File: src/rtl/clkcfg_pkg.sv
package clkcfg_pkg;

    localparam int CC_RATIO_W = 10;
    localparam int CC_DATA_W  = 10;
    localparam int CC_ADDR_W  = 3;
    localparam int CC_NPROF   = 4;
    localparam int CC_SEL_W   = $clog2(CC_NPROF);
    localparam int CC_SS_W    = 4;

    typedef enum logic [1:0] {
        BUF_HIZ  = 2'd0,
        BUF_LOW  = 2'd1,
        BUF_PASS = 2'd2,
        BUF_RSVD = 2'd3
    } buf_mode_e;

    typedef enum logic [1:0] {
        ST_HOLD,
        ST_RUN,
        ST_WAIT_LOW,
        ST_CFG
    } ctl_state_e;

    localparam logic [CC_ADDR_W-1:0] A_RATIO = 3'd0;
    localparam logic [CC_ADDR_W-1:0] A_SRC   = 3'd1;
    localparam logic [CC_ADDR_W-1:0] A_MULT  = 3'd2;
    localparam logic [CC_ADDR_W-1:0] A_BMAP  = 3'd3;
    localparam logic [CC_ADDR_W-1:0] A_BUF0  = 3'd4;
    localparam logic [CC_ADDR_W-1:0] A_BUF1  = 3'd5;
    localparam logic [CC_ADDR_W-1:0] A_SSLO  = 3'd6;
    localparam logic [CC_ADDR_W-1:0] A_SSHI  = 3'd7;

    typedef struct packed {
        logic [CC_RATIO_W-1:0]        ratio;
        logic                         src_mult;
        logic [CC_NPROF-1:0]          mult_map;
        logic [CC_NPROF-1:0]          buf_map;
        logic [1:0]                   buf_mode0;
        logic [1:0]                   buf_mode1;
        logic [CC_NPROF*CC_SS_W-1:0]  ss_map;
    } cfg_t;

endpackage

File: src/rtl/cfg_store.sv
module cfg_store
    import clkcfg_pkg::*;
#(
    parameter logic [CC_RATIO_W-1:0]       DEF_RATIO    = 10'd4,
    parameter logic                        DEF_SRC      = 1'b0,
    parameter logic [CC_NPROF-1:0]         DEF_MULT_MAP = 4'b1010,
    parameter logic [CC_NPROF-1:0]         DEF_BUF_MAP  = 4'b1100,
    parameter logic [1:0]                  DEF_BUF0     = 2'd2,
    parameter logic [1:0]                  DEF_BUF1     = 2'd1,
    parameter logic [CC_NPROF*CC_SS_W-1:0] DEF_SS_MAP   = 16'hA531
) (
    input  logic                 clk,
    input  logic                 rst_n,
    input  logic                 wr_en,
    input  logic [CC_ADDR_W-1:0] wr_addr,
    input  logic [CC_DATA_W-1:0] wr_data,
    output cfg_t                 cfg
);

    localparam int HALF_SS = CC_NPROF * CC_SS_W / 2;

    always_ff @(posedge clk or negedge rst_n) begin
        if (!rst_n) begin
            cfg.ratio     <= DEF_RATIO;
            cfg.src_mult  <= DEF_SRC;
            cfg.mult_map  <= DEF_MULT_MAP;
            cfg.buf_map   <= DEF_BUF_MAP;
            cfg.buf_mode0 <= DEF_BUF0;
            cfg.buf_mode1 <= DEF_BUF1;
            cfg.ss_map    <= DEF_SS_MAP;
        end else if (wr_en) begin
            case (wr_addr)
                A_RATIO: if (wr_data[CC_RATIO_W-1:0] != '0) cfg.ratio <= wr_data[CC_RATIO_W-1:0];
                A_SRC:   cfg.src_mult  <= wr_data[0];
                A_MULT:  cfg.mult_map  <= wr_data[CC_NPROF-1:0];
                A_BMAP:  cfg.buf_map   <= wr_data[CC_NPROF-1:0];
                A_BUF0:  cfg.buf_mode0 <= wr_data[1:0];
                A_BUF1:  cfg.buf_mode1 <= wr_data[1:0];
                A_SSLO:  cfg.ss_map[HALF_SS-1:0]         <= wr_data[HALF_SS-1:0];
                default: cfg.ss_map[2*HALF_SS-1:HALF_SS] <= wr_data[HALF_SS-1:0];
            endcase
        end
    end

endmodule

File: src/rtl/pin_sync.sv
module pin_sync #(
    parameter int W      = 2,
    parameter int STAGES = 2
) (
    input  logic         clk,
    input  logic         rst_n,
    input  logic [W-1:0] d,
    output logic [W-1:0] q
);

    logic [W-1:0] stg [STAGES];

    always_ff @(posedge clk or negedge rst_n) begin
        if (!rst_n) begin
            for (int i = 0; i < STAGES; i++) stg[i] <= '0;
        end else begin
            stg[0] <= d;
            for (int i = 1; i < STAGES; i++) stg[i] <= stg[i-1];
        end
    end

    assign q = stg[STAGES-1];

endmodule

File: src/rtl/edge_divider.sv
module edge_divider #(
    parameter int                RATIO_W   = 10,
    parameter logic [RATIO_W-1:0] DEF_RATIO = 4
) (
    input  logic               clk,
    input  logic               rst_n,
    input  logic               src_lvl,
    input  logic [RATIO_W-1:0] ratio_in,
    output logic               div_lvl
);

    logic               src_q;
    logic               div_q;
    logic [RATIO_W-1:0] cnt_q;
    logic [RATIO_W-1:0] ratio_act;
    logic [RATIO_W:0]   hi_len;
    logic [RATIO_W:0]   cnt_nxt;
    logic               rise;
    logic               terminal;

    assign rise     = src_lvl & ~src_q;
    assign terminal = (cnt_q == ratio_act - 1'b1);
    assign hi_len   = ({1'b0, ratio_act} + 1'b1) >> 1;
    assign cnt_nxt  = {1'b0, cnt_q} + 1'b1;

    always_ff @(posedge clk or negedge rst_n) begin
        if (!rst_n) begin
            src_q     <= 1'b0;
            div_q     <= 1'b0;
            cnt_q     <= '0;
            ratio_act <= DEF_RATIO;
        end else begin
            src_q <= src_lvl;
            if (rise) begin
                if (terminal) begin
                    cnt_q     <= '0;
                    ratio_act <= ratio_in;
                    div_q     <= 1'b1;
                end else begin
                    cnt_q <= cnt_nxt[RATIO_W-1:0];
                    div_q <= (cnt_nxt < hi_len);
                end
            end
        end
    end

    assign div_lvl = (ratio_act == 1) ? src_q : div_q;

endmodule

File: src/rtl/clkcfg_ctrl.sv
module clkcfg_ctrl
    import clkcfg_pkg::*;
#(
    parameter logic [CC_RATIO_W-1:0]       DEF_RATIO    = 10'd4,
    parameter logic                        DEF_SRC      = 1'b0,
    parameter logic [CC_NPROF-1:0]         DEF_MULT_MAP = 4'b1010,
    parameter logic [CC_NPROF-1:0]         DEF_BUF_MAP  = 4'b1100,
    parameter logic [1:0]                  DEF_BUF0     = 2'd2,
    parameter logic [1:0]                  DEF_BUF1     = 2'd1,
    parameter logic [CC_NPROF*CC_SS_W-1:0] DEF_SS_MAP   = 16'hA531,
    parameter int                          SYNC_STAGES  = 2
) (
    input  logic                 clk,
    input  logic                 rst_n,
    input  logic [CC_SEL_W-1:0]  sel_pins,
    input  logic                 pull_en,
    input  logic                 cfg_en,
    input  logic                 wr_stb,
    input  logic [CC_ADDR_W-1:0] wr_addr,
    input  logic [CC_DATA_W-1:0] wr_data,
    input  logic                 ref_lvl,
    input  logic                 mult_lvl,
    output logic                 mult_opt,
    output logic [2:0]           ss_code,
    output logic                 ss_centre,
    output logic [1:0]           buf_mode,
    output logic                 clk_out,
    output logic                 clk_oe
);

    localparam int HOLD_W = $clog2(SYNC_STAGES + 1);
    localparam logic [HOLD_W-1:0] HOLD_LEN = HOLD_W'(SYNC_STAGES);

    ctl_state_e          state_q, state_d;
    logic [CC_SEL_W-1:0] act_sel_q, act_sel_d;
    logic [CC_SEL_W-1:0] sync_sel;
    logic [HOLD_W-1:0]   hold_cnt;
    logic                cfg_act;
    logic                wr_ok;
    logic                div_lvl;
    logic                src_lvl;
    logic [CC_SS_W-1:0]  ss_nib;
    buf_mode_e           mode;
    cfg_t                cfg;

    assign cfg_act = cfg_en & ~pull_en;
    assign wr_ok   = wr_stb & cfg_act & (state_q == ST_CFG);
    assign src_lvl = cfg.src_mult ? mult_lvl : ref_lvl;

    pin_sync #(.W(CC_SEL_W), .STAGES(SYNC_STAGES)) u_sync (
        .clk   (clk),
        .rst_n (rst_n),
        .d     (sel_pins),
        .q     (sync_sel)
    );

    cfg_store #(
        .DEF_RATIO    (DEF_RATIO),
        .DEF_SRC      (DEF_SRC),
        .DEF_MULT_MAP (DEF_MULT_MAP),
        .DEF_BUF_MAP  (DEF_BUF_MAP),
        .DEF_BUF0     (DEF_BUF0),
        .DEF_BUF1     (DEF_BUF1),
        .DEF_SS_MAP   (DEF_SS_MAP)
    ) u_store (
        .clk     (clk),
        .rst_n   (rst_n),
        .wr_en   (wr_ok),
        .wr_addr (wr_addr),
        .wr_data (wr_data),
        .cfg     (cfg)
    );

    edge_divider #(.RATIO_W(CC_RATIO_W), .DEF_RATIO(DEF_RATIO)) u_div (
        .clk      (clk),
        .rst_n    (rst_n),
        .src_lvl  (src_lvl),
        .ratio_in (cfg.ratio),
        .div_lvl  (div_lvl)
    );

    // State register
    always_ff @(posedge clk or negedge rst_n) begin
        if (!rst_n) begin
            state_q   <= ST_HOLD;
            act_sel_q <= '0;
            hold_cnt  <= '0;
        end else begin
            state_q   <= state_d;
            act_sel_q <= act_sel_d;
            if (state_q == ST_HOLD && hold_cnt != HOLD_LEN) hold_cnt <= hold_cnt + 1'b1;
        end
    end

    // Next state and profile update
    always_comb begin
        state_d   = state_q;
        act_sel_d = act_sel_q;
        unique case (state_q)
            ST_HOLD: begin
                if (hold_cnt == HOLD_LEN) begin
                    act_sel_d = sync_sel;
                    state_d   = ST_RUN;
                end
            end
            ST_RUN: begin
                if (cfg_act) begin
                    state_d = ST_CFG;
                end else if (sync_sel != act_sel_q) begin
                    if (!div_lvl) act_sel_d = sync_sel;
                    else          state_d   = ST_WAIT_LOW;
                end
            end
            ST_WAIT_LOW: begin
                if (cfg_act) begin
                    state_d = ST_CFG;
                end else if (!div_lvl) begin
                    act_sel_d = sync_sel;
                    state_d   = ST_RUN;
                end
            end
            ST_CFG: begin
                if (!cfg_act) state_d = ST_RUN;
            end
            default: state_d = ST_HOLD;
        endcase
    end

    // Outputs
    always_comb begin
        mult_opt  = cfg.mult_map[act_sel_q];
        mode      = buf_mode_e'(cfg.buf_map[act_sel_q] ? cfg.buf_mode1 : cfg.buf_mode0);
        ss_nib    = cfg.ss_map[{act_sel_q, 2'b00} +: CC_SS_W];
        ss_code   = ss_nib[2:0];
        ss_centre = ss_nib[3];
        buf_mode  = mode;
        clk_oe    = 1'b0;
        clk_out   = 1'b0;
        if (state_q != ST_HOLD) begin
            unique case (mode)
                BUF_PASS: begin clk_oe = 1'b1; clk_out = div_lvl; end
                BUF_LOW:  begin clk_oe = 1'b1; clk_out = 1'b0;    end
                default:  begin clk_oe = 1'b0; clk_out = 1'b0;    end
            endcase
        end
    end

endmodule

File: config.mk
export PLATFORM = sky130hd
export DESIGN_NAME = clkcfg_ctrl
export DESIGN_NICKNAME = d
export VERILOG_FILES = /design/src/rtl/clkcfg_pkg.sv /design/src/rtl/cfg_store.sv /design/src/rtl/pin_sync.sv /design/src/rtl/edge_divider.sv /design/src/rtl/clkcfg_ctrl.sv
export SDC_FILE = /design/constraint.sdc
export NUM_CORES = 1
export LEC_CHECK = 0
export ABC_AREA = 1
export ABC_CLOCK_PERIOD_IN_PS = 2600
export BUFFER_PORTS_ARGS = -buffer_cell sky130_fd_sc_hd__buf_2
export CAP_MARGIN = 10
export CORE_MARGIN = 5
export CORE_UTILIZATION = 55
export DETAILED_ROUTE_END_ITERATION = 16
export PLACE_DENSITY = 0.74
export SYNTH_ARGS = -nofsm -noshare
export SYNTH_HDL_FRONTEND = slang
export SYNTH_SLANG_ARGS = --single-unit
File: constraint.sdc
create_clock -name clk -period 2.6 [get_ports clk]
set_input_delay 0.26 -clock clk [delete_from_list [all_inputs] [get_ports clk]]
set_output_delay 0.26 -clock clk [all_outputs]
set_load 0.02 [all_outputs]
======== Word level (Yosys, flattened, before mapping) ========
Index checks and enable logic that the tools add are counted.
W data, S select, Z words.
storage, ports and cells
  bits in registers ....................... 71
  logic and storage cells ................. 101
  output and inout port bits .............. 9
operators by class
  reductions and logical operators ........ 19
  equality and inequality tests ........... 24
  shift operators ......................... 1
  multiplexer cells ....................... 27
  magnitude comparators ................... 2
  add/sub/neg operators ................... 4
  bitwise logic cells ..................... 7
operator list
  operator                 number
  $mux W2                  13
  $add A10 B1 Y11 const B  2
  $reduce_and A2 Y1        8
  $shiftx A16 B5 Y4        1
  $lt A11 B10 Y1           1
  $eq A10 B1 Y1 const B    1
  $eq A10 B10 Y1           1
  $mux W10                 1
  $ne A2 B2 Y1 const B     5
  $reduce_and A5 Y1        2
  $reduce_bool A10 Y1      1
  $sub A10 B1 Y10 const B  1
  $eq A3 B3 Y1 const B     3
  $mux W1                  9
  $ne A3 B3 Y1 const B     3
  $eq A2 B2 Y1 const B     4
  $pmux W2 S4              1
  $reduce_or A7 Y1         1
  $eq A3 B2 Y1 const B     2
  $pmux W2 S3              1
  $and A1 B1 Y1            4
  $bmux W1 S2              2
  $eq A2 B1 Y1 const B     2
  $eq A3 B1 Y1 const B     1
  other kinds (12)         14

======== Logic depth before layout (Yosys ltp) ========
Gate-level depths: netlist of the first run.
  depth in word-level cells ............... 7
  mapped depth ............................ 15
  depth with buffers taken out ............ 15

======== Hierarchy ========
A second synthesis of the first run with hierarchy kept.
second synthesis, totals
  cells, all modules ...................... 593
  area total of the unflattened synthesis .. 4,455.5 um2
modules (own cells, without submodules)
  module        instances  area an instance (um2)  cells an instance
  edge_divider  1          2,075.7                 308
  cfg_store     1          1,579.0                 169
  clkcfg_ctrl   1          685.7                   110
  pin_sync      1          115.1                   6

======== Least setup slack after synthesis of the first run ========
OpenSTA, ideal clock, no wires.
  path kind ............................... reg2out
  start point ............................. register act_sel_q[1]
  end point ............................... output port clk_oe
  data arrival time ....................... 2,042 ps
  path slack .............................. 298 ps
  stages on the path, launching flop included .. 7
  buffers on the path ..................... 0
  path through ............................ dfrtp_1 > inv_1 > a21oi_1 > a32o_1 > o21ai_0 > ha_1 > nor2_1
on the way
  cells in the longest elaborated chain, start to end .. 7
RTL lines
  item                                                 RTL line            source
  from (decl)                                          clkcfg_ctrl.sv:35   logic [CC_SEL_W-1:0] act_sel_q, act_sel_d;
  from (signal assigned)                               clkcfg_ctrl.sv:90   act_sel_q <= act_sel_d;
  $bmux W1 S2 (*)                                      clkcfg_ctrl.sv:132  mode = buf_mode_e'(cfg.buf_map[act_sel_q] ? cfg.buf_mode1 : cfg.buf_mode0);
  $mux W1 (implied by the code) (*)                    clkcfg_ctrl.sv:132
  $mux W2 (*)                                          clkcfg_ctrl.sv:132
  net buf_mode[1]                                      clkcfg_ctrl.sv:26   output logic [1:0] buf_mode,
  $eq A2 B1 Y1 / $eq A2 B2 Y1 (equally long branches)  clkcfg_ctrl.sv:140  unique case (mode)
  $reduce_or A2 Y1 (no source line) (*)                n/a
  $mux W1 (*)                                          clkcfg_ctrl.sv:140
  $mux W1 (*)                                          clkcfg_ctrl.sv:139  if (state_q != ST_HOLD) begin
  to (decl)                                            clkcfg_ctrl.sv:28   output logic clk_oe
The timed path passes the listed nets; every way through them passes the cells marked *. The select of a mux whose other input is x is not followed.

======== Worst setup path after layout of the first run ========
  start point ............................. register act_sel_q[1]
  end point ............................... output port clk_oe
on the way
  cells in the longest elaborated chain, start to end .. 7
RTL lines
  item                                                 RTL line
  $bmux W1 S2 (*)                                      clkcfg_ctrl.sv:132
  $mux W1 (implied by the code) (*)                    clkcfg_ctrl.sv:132
  $mux W2 (*)                                          clkcfg_ctrl.sv:132
  $eq A2 B1 Y1 / $eq A2 B2 Y1 (equally long branches)  clkcfg_ctrl.sv:140
  $reduce_or A2 Y1 (no source line) (*)                n/a
  $mux W1 (*)                                          clkcfg_ctrl.sv:140
  $mux W1 (*)                                          clkcfg_ctrl.sv:139
Every way passes the cells marked *; elsewhere a longest branch is shown, timed or not. The select of a mux whose other input is x is not followed.

==> out/qor.yml, run 1 <==
ys_top_cells_by_area: "dfrtp_1 (33%), nand2_1 (14%), dfstp_2 (9.2%), ha_1 (5.9%), inv_1 (5.8%)"
ir_drop_mv: 0.540
clk_pin_slew_ns: 0.08
max_freq_ghz: 0.421
p_sw_share_pct: 37.5
worstMarginPinSlew_ns: 0.802
start_util_pct: 55.7
p_clk_share_pct: 26.8
synth_seq_area_share_pct: 42.1
placed_cells: 689
critical_path.cell_chain: "clkinvlp_4 -> a21oi_1 -> a32o_1 -> nand2_1 -> o21a_1 -> ha_1 -> nor2_1 -> buf_2"
antenna_found_initial: 0
route.vias.total: 3748
nets: 645
cpMaxStageDelayCell: "dfrtp_2"
fin_crit_sh_pct: 91.3
slew_viol_final: 0
ys_warn_count: 0
dieArea_um2: 9610
cts_tree: "built"
place_hpwl_um: 7210
core_area_um2: 7650
finalClockSkew_ns: 0.0164
drtIter0Drc: 159
finalSetupViolations: 0
area_delta_synth_final_pct: 12.6
post-synth-top-area-fraction_pct: 32.9
synth-seq-cells: 71
reg2reg_slack_ns: 0.24
hold_class: "in -> reg"
dr.pass1.iters: 5
synth_area_um2: 4260
p_sw_mw: 1.42
dieWidth_um: 98.0
cpPeakStageDelay_ns: 0.47
ant_nets: 0
drive_gt1_share_pct: 15.1
clk_latency_ns: 0.36
syn_nets: 604
clock_path_buffers: 2
die_h_um: 98.0
grt_pass1_vias: 3696
finalPower_mw: 3.78
avgViaCountPerCell: 5.28
overflow: 0
cp.arrival_ns: 2.11
outcome: "complete, no violations"
worstSetupEndpointType: "output port"
wl_um: 9720
maxCapViolations: 0
required_ns: 2.34
cts_buffers: 9
cts.sinks: 71
h-tree-depth: 3
worst-path-max-fanout: 8
root_buffer: "clkbuf_8"
fill_cells: 687
yosys.area.top_type: "dfrtp_1"
portBuffers: 30
p_leak_nw: 2.44
synth_area_per_cell_um2: 7.58
pin_count: 31
synth_ff_type: "dfrtp_1"
synth_xor_area_share_pct: 4.11
yosys.cell_count.top_type: "nand2_1"
internal_power_mw: 2.36
post-place-ws_ns: 0.214
utilization_pct: 62.7
hold_viol: 0
min_period_ns: 2.37
seqPwrFrac_pct: 38.0
grt_use_total_pct: 21.7
synth_compound_area_share_pct: 9.54
drc_errors: 0
synthCells: 562
row_count: 32
grt_max_degree: 44
gp_congestion: 0.969
worstSetupPathType: "reg -> out"
synthAdderAreaFrac_pct: 5.87
power_density_nw_per_um2: 787
muxShareOfSynthArea_pct: 0
p_comb_share_pct: 35.2
setup-tns-final_ns: 0
grt_pass1_wl_um: 16900
fin_cells: 710
setup_slack_ns: 0.227
maxSlewHeadroom_pct: 46.1
synth-simple-area-share_pct: 29.4
wire_per_inst_um: 13.7
ys_types: 33
synth_top_family_by_area: "simple AND/OR/NAND/NOR gates"
antenna_cells: 0
synth_common_cells: "nand2_1 (158), inv_1 (66), nor2_1 (60)"
synth-edff-count: 0
async_flop_share_pct: 100
crit_path_start_kind: "flip-flop"
## what timing repair did
action,in CTS,in global routing
resized for setup,0,6
setup endpoints to repair,0,3
hold buffers,2,0
setup buffers,0,3
hold endpoints to repair,24,0
## power by group through the flow
stage	clock network [mW]	logic, mW	registers, mW
finish	1.01	1.33	1.44
global route	1.09	1.51	1.46
floorplan	0	0.919	1.41
CTS	1.03	1.29	1.43
detailed placement	0	1.28	1.44
global placement	0	1.24	1.44
## metrics by stage
stage / instance area (µm²) / hold WS (ns)
floorplan: 4260 / -0.0356
global placement: 4510 / 0.321
detailed placement: 4510 / 0.335
CTS: 4760 / 0.00271
global route: 4800 / 0.00201
finish: 4800 / 0.0103
## layer usage
metal | global-route usage, % | wire length [µm]
met1 | 28.1 | 4400
met2 | 35.8 | 4700
met3 | 4.00 | 384
met4 | 8.84 | 236
met5 | 0 | 0
## kinds of logic (layout without fill, tap and decap cells)
family	count (synthesis)	in the layout
xor+xnor	20	20
fa+ha+maj	20	20
flops	71	71
compound gates	78	78
buf+inv	85	131
simple gates	288	288
## critical path, delay by kind of cell (launching register included)
| family | cells | cell delay (ns) |
|---|---|---|
| AO/OA/AOI/OAI | 3 | 0.49 |
| adder cells (fa/ha/maj) | 1 | 0.30 |
| buffers and inverters | 2 | 0.33 |
| flip-flops | 1 | 0.47 |
| AND/OR/NAND/NOR | 2 | 0.18 |
## sequential cells by signal, summed over array words and instances (netlist names)
name             count
u_sync.q             2
u_store.cfg         39
act_sel_q            2
u_div.ratio_act     10
hold_cnt             2
u_div.src_q          1
u_div.div_q          1
u_sync.stg           2
state_q              2
u_div.cnt_q         10
## layout by cell type, fill, tap and decap left out, drive strengths merged
cell	count
a21oi	21
a32o	1
buf	44
bufinv	2
clkbuf	9
clkinv	3
clkinvlp	2
dfrtp	56
dfstp	15
dlygate4sd3	2
ha	20
inv	69
nand2	159
nand3	33
nand3b	2
nand4	16
nor2	65
nor3	5
nor4	5
o21a	2
o21ai	49
o22ai	5
or2	2
or3	1
xnor2	5
xor2	15
## final timing paths
check,from,to,depth (start not counted)
max in group asynchronous,rst_n,u_store.cfg[19]$_DFFE_PN1P_,3
hold reg to reg,u_sync.stg[3]$_DFF_PN0_,u_sync.q[1]$_DFF_PN0_,0
hold / removal,sel_pins[0],u_sync.stg[2]$_DFF_PN0_,1
min in group asynchronous,rst_n,u_store.cfg[7]$_DFFE_PN0P_,2
setup reg to reg,u_div.cnt_q[4]$_DFFE_PN0P_,u_div.div_q$_DFFE_PN0P_,13
setup / recovery,act_sel_q[1]$_DFFE_PN0P_,clk_oe,8
## final cells by class
class / count / area (µm²) / area share, %
clock inverter: 7 / 103 / 2.14
tap: 102 / 128 / 2.66
timing repair buffer: 46 / 288 / 6.00
inverter: 69 / 263 / 5.48
clock buffer: 9 / 124 / 2.58
sequential: 71 / 1800 / 37.4
multi-input combinational: 406 / 2100 / 43.7
No activity file was read; power rests on OpenSTA's default activity.
==> run 2: changes to the inputs <==
CORE_UTILIZATION = 48   (was 55)
PLACE_DENSITY = 0.66   (was 0.74)
SKIP_CTS_REPAIR_TIMING = 1   (was unset)
==> run 2 against run 1 <==
Against the previous run:
- clock-buffer cell count unchanged
- non-clock buffer count unchanged
- first-iteration DRC count down 1.9%
- hold slack better by 0.0033 ns
- final cell count up 0.85%
- critical path type unchanged
- critical endpoint unchanged
- highest routed layer unchanged
==> out/qor.yml, run 2 (synthesis gave the netlist of run 1 again) <==
dr.pass1.iters: 4
outcome: "complete, no violations"
rr_endpoint: "u_div.div_q$_DFFE_PN0P_"
finalSetupViolations: 0
p_comb_share_pct: 34.5
portBuffers: 30
p_sw_share_pct: 37.3
worst_hold_slack_ns: 0.0136
cp-startpoint: "act_sel_q[1]$_DFFE_PN0P_"
grt_max_degree: 46
placed_cells: 695
cts_buffers: 9
grt_use_total_pct: 18.6
layout_commonest_cell: "nand2_1"
cts.sinks: 71
antenna_found_initial: 0
reg2reg_slack_ns: 0.22
drive_gt1_share_pct: 15.6
start_util_pct: 49.1
nets: 645
top_register: "u_store.cfg"
gp_congestion: 0.871
drc_errors: 0
worstSetupEndpointType: "output port"
cp.arrival_ns: 2.20
cts_tree: "built"
fin_cells: 716
dieWidth_um: 104
p_leak_nw: 2.46
clk_pin_slew_ns: 0.08
die_h_um: 104
reg2reg_from: "u_div.cnt_q[2]$_DFFE_PN0P_"
grt_pass1_wl_um: 16800
overflow: 0
p_sw_mw: 1.39
required_ns: 2.34
maxCapViolations: 0
antenna_cells: 0
setup_slack_ns: 0.145
grt_pass1_vias: 3629
route.vias.total: 3732
avgViaCountPerCell: 5.21
stdcell_area_um2: 4840
top_regs: "u_store.cfg: 39 flops, u_div.cnt_q: 10 flops, u_div.ratio_act: 10 flops"
p_clk_share_pct: 27.2
dpl_cell_area_um2: 4520
min_period_ns: 2.46
hold_end: "u_sync.stg[2]$_DFF_PN0_"
dieArea_um2: 10900
worstSetupPathType: "reg -> out"
wl_um: 9870
root_buffer: "clkbuf_8"
slew_viol_final: 0
max_freq_ghz: 0.407
hold_class: "in -> reg"
worst-path-max-fanout: 8
power_density_nw_per_um2: 773
seqPwrFrac_pct: 38.3
hp-start: "sel_pins[0]"
ant_nets: 0
clock_path_buffers: 2
row_count: 34
h-tree-depth: 3
final_cell_mix: "nand2_1 (158), inv_1 (65), nor2_1 (58), dfrtp_1 (55), o21ai_0 (49)"
finalClockSkew_ns: 0.00744
clk_latency_ns: 0.34
ir_drop_mv: 0.602
post-place-ws_ns: 0.0683
core_area_um2: 8680
hold_viol: 0
wire_per_inst_um: 13.8
hold_depth: 1
crit_path_start_kind: "flip-flop"
place_hpwl_um: 7330
internal_power_mw: 2.34
fin_crit_sh_pct: 94.4
maxSlewHeadroom_pct: 47.0
worstMarginPinSlew_ns: 0.789
drtIter0Drc: 156
reg2regPathDepth: 13
area_delta_synth_final_pct: 13.5
pin_count: 31
largest_reg_flops: 39
run 2: worst max-delay path by stage:
stage,end
floorplan,clk_oe
global placement,u_div.div_q$_DFFE_PN0P_
detailed placement,u_div.div_q$_DFFE_PN0P_
CTS,u_div.div_q$_DFFE_PN0P_
global route,u_div.div_q$_DFFE_PN0P_
finish,clk_oe
run 2: critical path, stage by stage, from the launching register on:
cell     delay (ns)
dfrtp_1        0.53
inv_2          0.16
a32o_1         0.34
o21ai_0        0.27
ha_1           0.29
nor2_1         0.09
buf_2          0.16
run 2: per-stage QoR:
| step | setup TNS [ns] | utilization (%) | power (mW) |
|---|---|---|---|
| 2_1_floorplan | 0 | - | 2.33 |
| 3_3_place_gp | 0 | 52.1 | 2.68 |
| 3_5_place_dp | 0 | 52.1 | 2.71 |
| 4_1_cts | 0 | 54.7 | 3.74 |
| 5_1_grt | -0.0204 | 55.7 | 4.02 |
| 6_report | 0 | 55.7 | 3.74 |
run 2: power by group through the flow:
stage	Sequential, mW	Clock [mW]	Combinational (mW)
3_3_place_gp	1.44	0	1.23
3_5_place_dp	1.45	0	1.26
4_1_cts	1.43	1.04	1.27
6_report	1.43	1.02	1.29
2_1_floorplan	1.41	0	0.919
5_1_grt	1.46	1.09	1.47
run 2: layer usage:
| layer | track usage (%) | up-vias | share of wire [%] |
|---|---|---|---|
| met1 | 24.2 | 1767 | 46 |
| met5 | 0 | - | 0 |
| met4 | 6.57 | 0 | 1.8 |
| met3 | 2.98 | 15 | 3.5 |
| met2 | 31.3 | 69 | 49 |
| li1 | - | 1881 | - |
run 2: cell type report:
class / instances / area, µm²
fill: 836 / 3840
inverter: 69 / 259
clock buffer: 9 / 124
multi-input combinational: 406 / 2130
timing repair buffer: 46 / 288
sequential: 71 / 1800
tap: 108 / 135
clock inverter: 7 / 105
==> run 3: changes to the inputs <==
ABC_CLOCK_PERIOD_IN_PS = 2400   (was 2600)
clock period = 2.4 ns   (was 2.6 ns; I/O delays follow)
==> run 3 against run 2 <==
Against the previous run:
- utilization is 1.3 points higher
- critical path depth is 9 higher
- final area is 2.3% higher
- sequential share of layout area is 0.77 points lower
- final cell count is 1.8% higher
- via count is 0.78% higher
- hold slack better by 0.11 ns
- clock skew is 0.013 ns higher
- critical path type is now reg -> reg
- critical endpoint is now u_div.div_q$_DFFE_PN0P_
==> out/qor.yml, run 3 (synthesis gave the netlist of run 1 again) <==
outcome: "complete, no violations"
maxCapViolations: 0
die_h_um: 104
p_sw_share_pct: 37.9
p_leak_nw: 2.52
cts_buffers: 9
stdcell_area_um2: 4950
wire_per_inst_um: 13.7
hold_class: "in -> reg"
grt_pass1_vias: 3561
nets: 658
area_delta_synth_final_pct: 16.1
clk_latency_ns: 0.35
dr.pass1.iters: 5
drive_gt1_share_pct: 18.5
finalClockSkew_ns: 0.0201
largest_reg_flops: 39
grt_pass1_wl_um: 16600
overflow: 0
grt_use_total_pct: 18.5
antenna_cells: 0
wl_um: 9990
grt_max_degree: 46
crit_path_start_kind: "flip-flop"
p_clk_share_pct: 24.0
ir_drop_mv: 0.652
seqPwrFrac_pct: 38.7
start_util_pct: 49.1
drtIter0Drc: 138
finalPower_mw: 4.01
cts.sinks: 71
fin_crit_sh_pct: 93.7
worstSetupPathType: "reg -> reg"
avgViaCountPerCell: 5.16
cp.arrival_ns: 2.47
required_ns: 2.63
worstMarginPinSlew_ns: 0.629
dieArea_um2: 10900
cts_tree: "built"
max_freq_ghz: 0.445
top_register: "u_store.cfg"
hold_viol: 0
worst-path-max-fanout: 3
worstSetupEndpointType: "flip-flop"
finalSetupViolations: 0
top_regs: "u_store.cfg: 39 flops, u_div.cnt_q: 10 flops, u_div.ratio_act: 10 flops"
layout_commonest_cell: "nand2_1"
dpl_cell_area_um2: 4580
drc_errors: 0
maxSlewHeadroom_pct: 58.0
pin_count: 31
power_density_nw_per_um2: 810
row_count: 34
clock_path_buffers: 2
antenna_found_initial: 0
h-tree-depth: 3
place_hpwl_um: 7380
gp_congestion: 0.928
p_comb_share_pct: 37.3
clk_pin_slew_ns: 0.08
utilization_pct: 57.0
ant_nets: 0
root_buffer: "clkbuf_8"
slew_viol_final: 0
final_cell_mix: "nand2_1 (157), inv_1 (65), nor2_1 (57), dfrtp_1 (52), o21ai_0 (47)"
p_sw_mw: 1.52
min_period_ns: 2.25
route.vias.total: 3761
worst_hold_slack_ns: 0.121
dieWidth_um: 104
core_area_um2: 8680
internal_power_mw: 2.49
setup-tns-final_ns: 0
portBuffers: 30
==> run 3: cell count changes in the layout (fill, tap and decap cells not counted), moves of 2 or more <==
cell,delta
dfrtp_2,+3
dfrtp_1,-3
o21ai_1,+2
o21ai_0,-2
ha_1,-2
buf_4,+12
==> run 3: power by group through the flow <==
| stage | Clock [mW] | Sequential (mW) | Combinational [mW] |
|---|---|---|---|
| 3_5_place_dp | 0 | 1.58 | 1.36 |
| 5_1_grt | 1.04 | 1.58 | 1.69 |
| 3_3_place_gp | 0 | 1.57 | 1.33 |
| 2_1_floorplan | 0 | 1.53 | 0.995 |
| 6_report | 0.961 | 1.55 | 1.50 |
| 4_1_cts | 0.992 | 1.56 | 1.36 |
==> run 3: metrics by stage <==
step | std cells | setup WS (ns)
floorplan | 562 | 0.111
global route | 729 | -0.00523
finish | 729 | 0.152
global placement | 703 | 0.0706
CTS | 719 | -0.134
detailed placement | 703 | -0.0270
==> run 3: cell type report <==
class | instances | area [µm²]
Inverter | 69 | 262
Tap cell | 108 | 135
Multi-Input combinational cell | 406 | 2170
Fill cell | 845 | 3730
Timing Repair Buffer | 59 | 388
Clock inverter | 6 | 68.8
Sequential cell | 71 | 1800
Clock buffer | 10 | 128
==> run 3: routing by layer <==
layer	global-route usage [%]	share of wire, %	vias to the layer above
li1	-	-	1912
met5	0	0	-
met1	24.3	46	1767
met2	30.9	49	65
met4	5.92	2.1	0
met3	3.54	3.3	17
==> run 3: path summary, 6_finish.rpt <==
kind | start | endpoint | slack [ns] | depth (start not counted)
max | u_div.cnt_q[0]$_DFFE_PN0P_ | u_div.div_q$_DFFE_PN0P_ | 0.15 | 15
min | wr_data[1] | u_store.cfg[17]$_DFFE_PN0P_ | 0.12 | 3
max reg2reg | u_div.cnt_q[0]$_DFFE_PN0P_ | u_div.div_q$_DFFE_PN0P_ | 0.15 | 15
min reg2reg | u_sync.stg[3]$_DFF_PN0_ | u_sync.q[1]$_DFF_PN0_ | 0.36 | 0
max in group asynchronous | rst_n | u_store.cfg[23]$_DFFE_PN1P_ | 1.23 | 3
min in group asynchronous | rst_n | u_store.cfg[6]$_DFFE_PN0P_ | 0.44 | 2
==> run 3: critical path, cell delays in order (launching register included) <==
cell,delay [ns]
dfrtp_1,0.36
ha_2,0.19
nand2_1,0.08
nor2_2,0.14
nand2_2,0.10
nor2_4,0.14
xor2_1,0.18
inv_1,0.10
ha_4,0.27
nand4_1,0.10
a21oi_2,0.13
nor2_1,0.05
o21ai_1,0.11
nand2_1,0.06
nand2_1,0.05
nand3_1,0.07
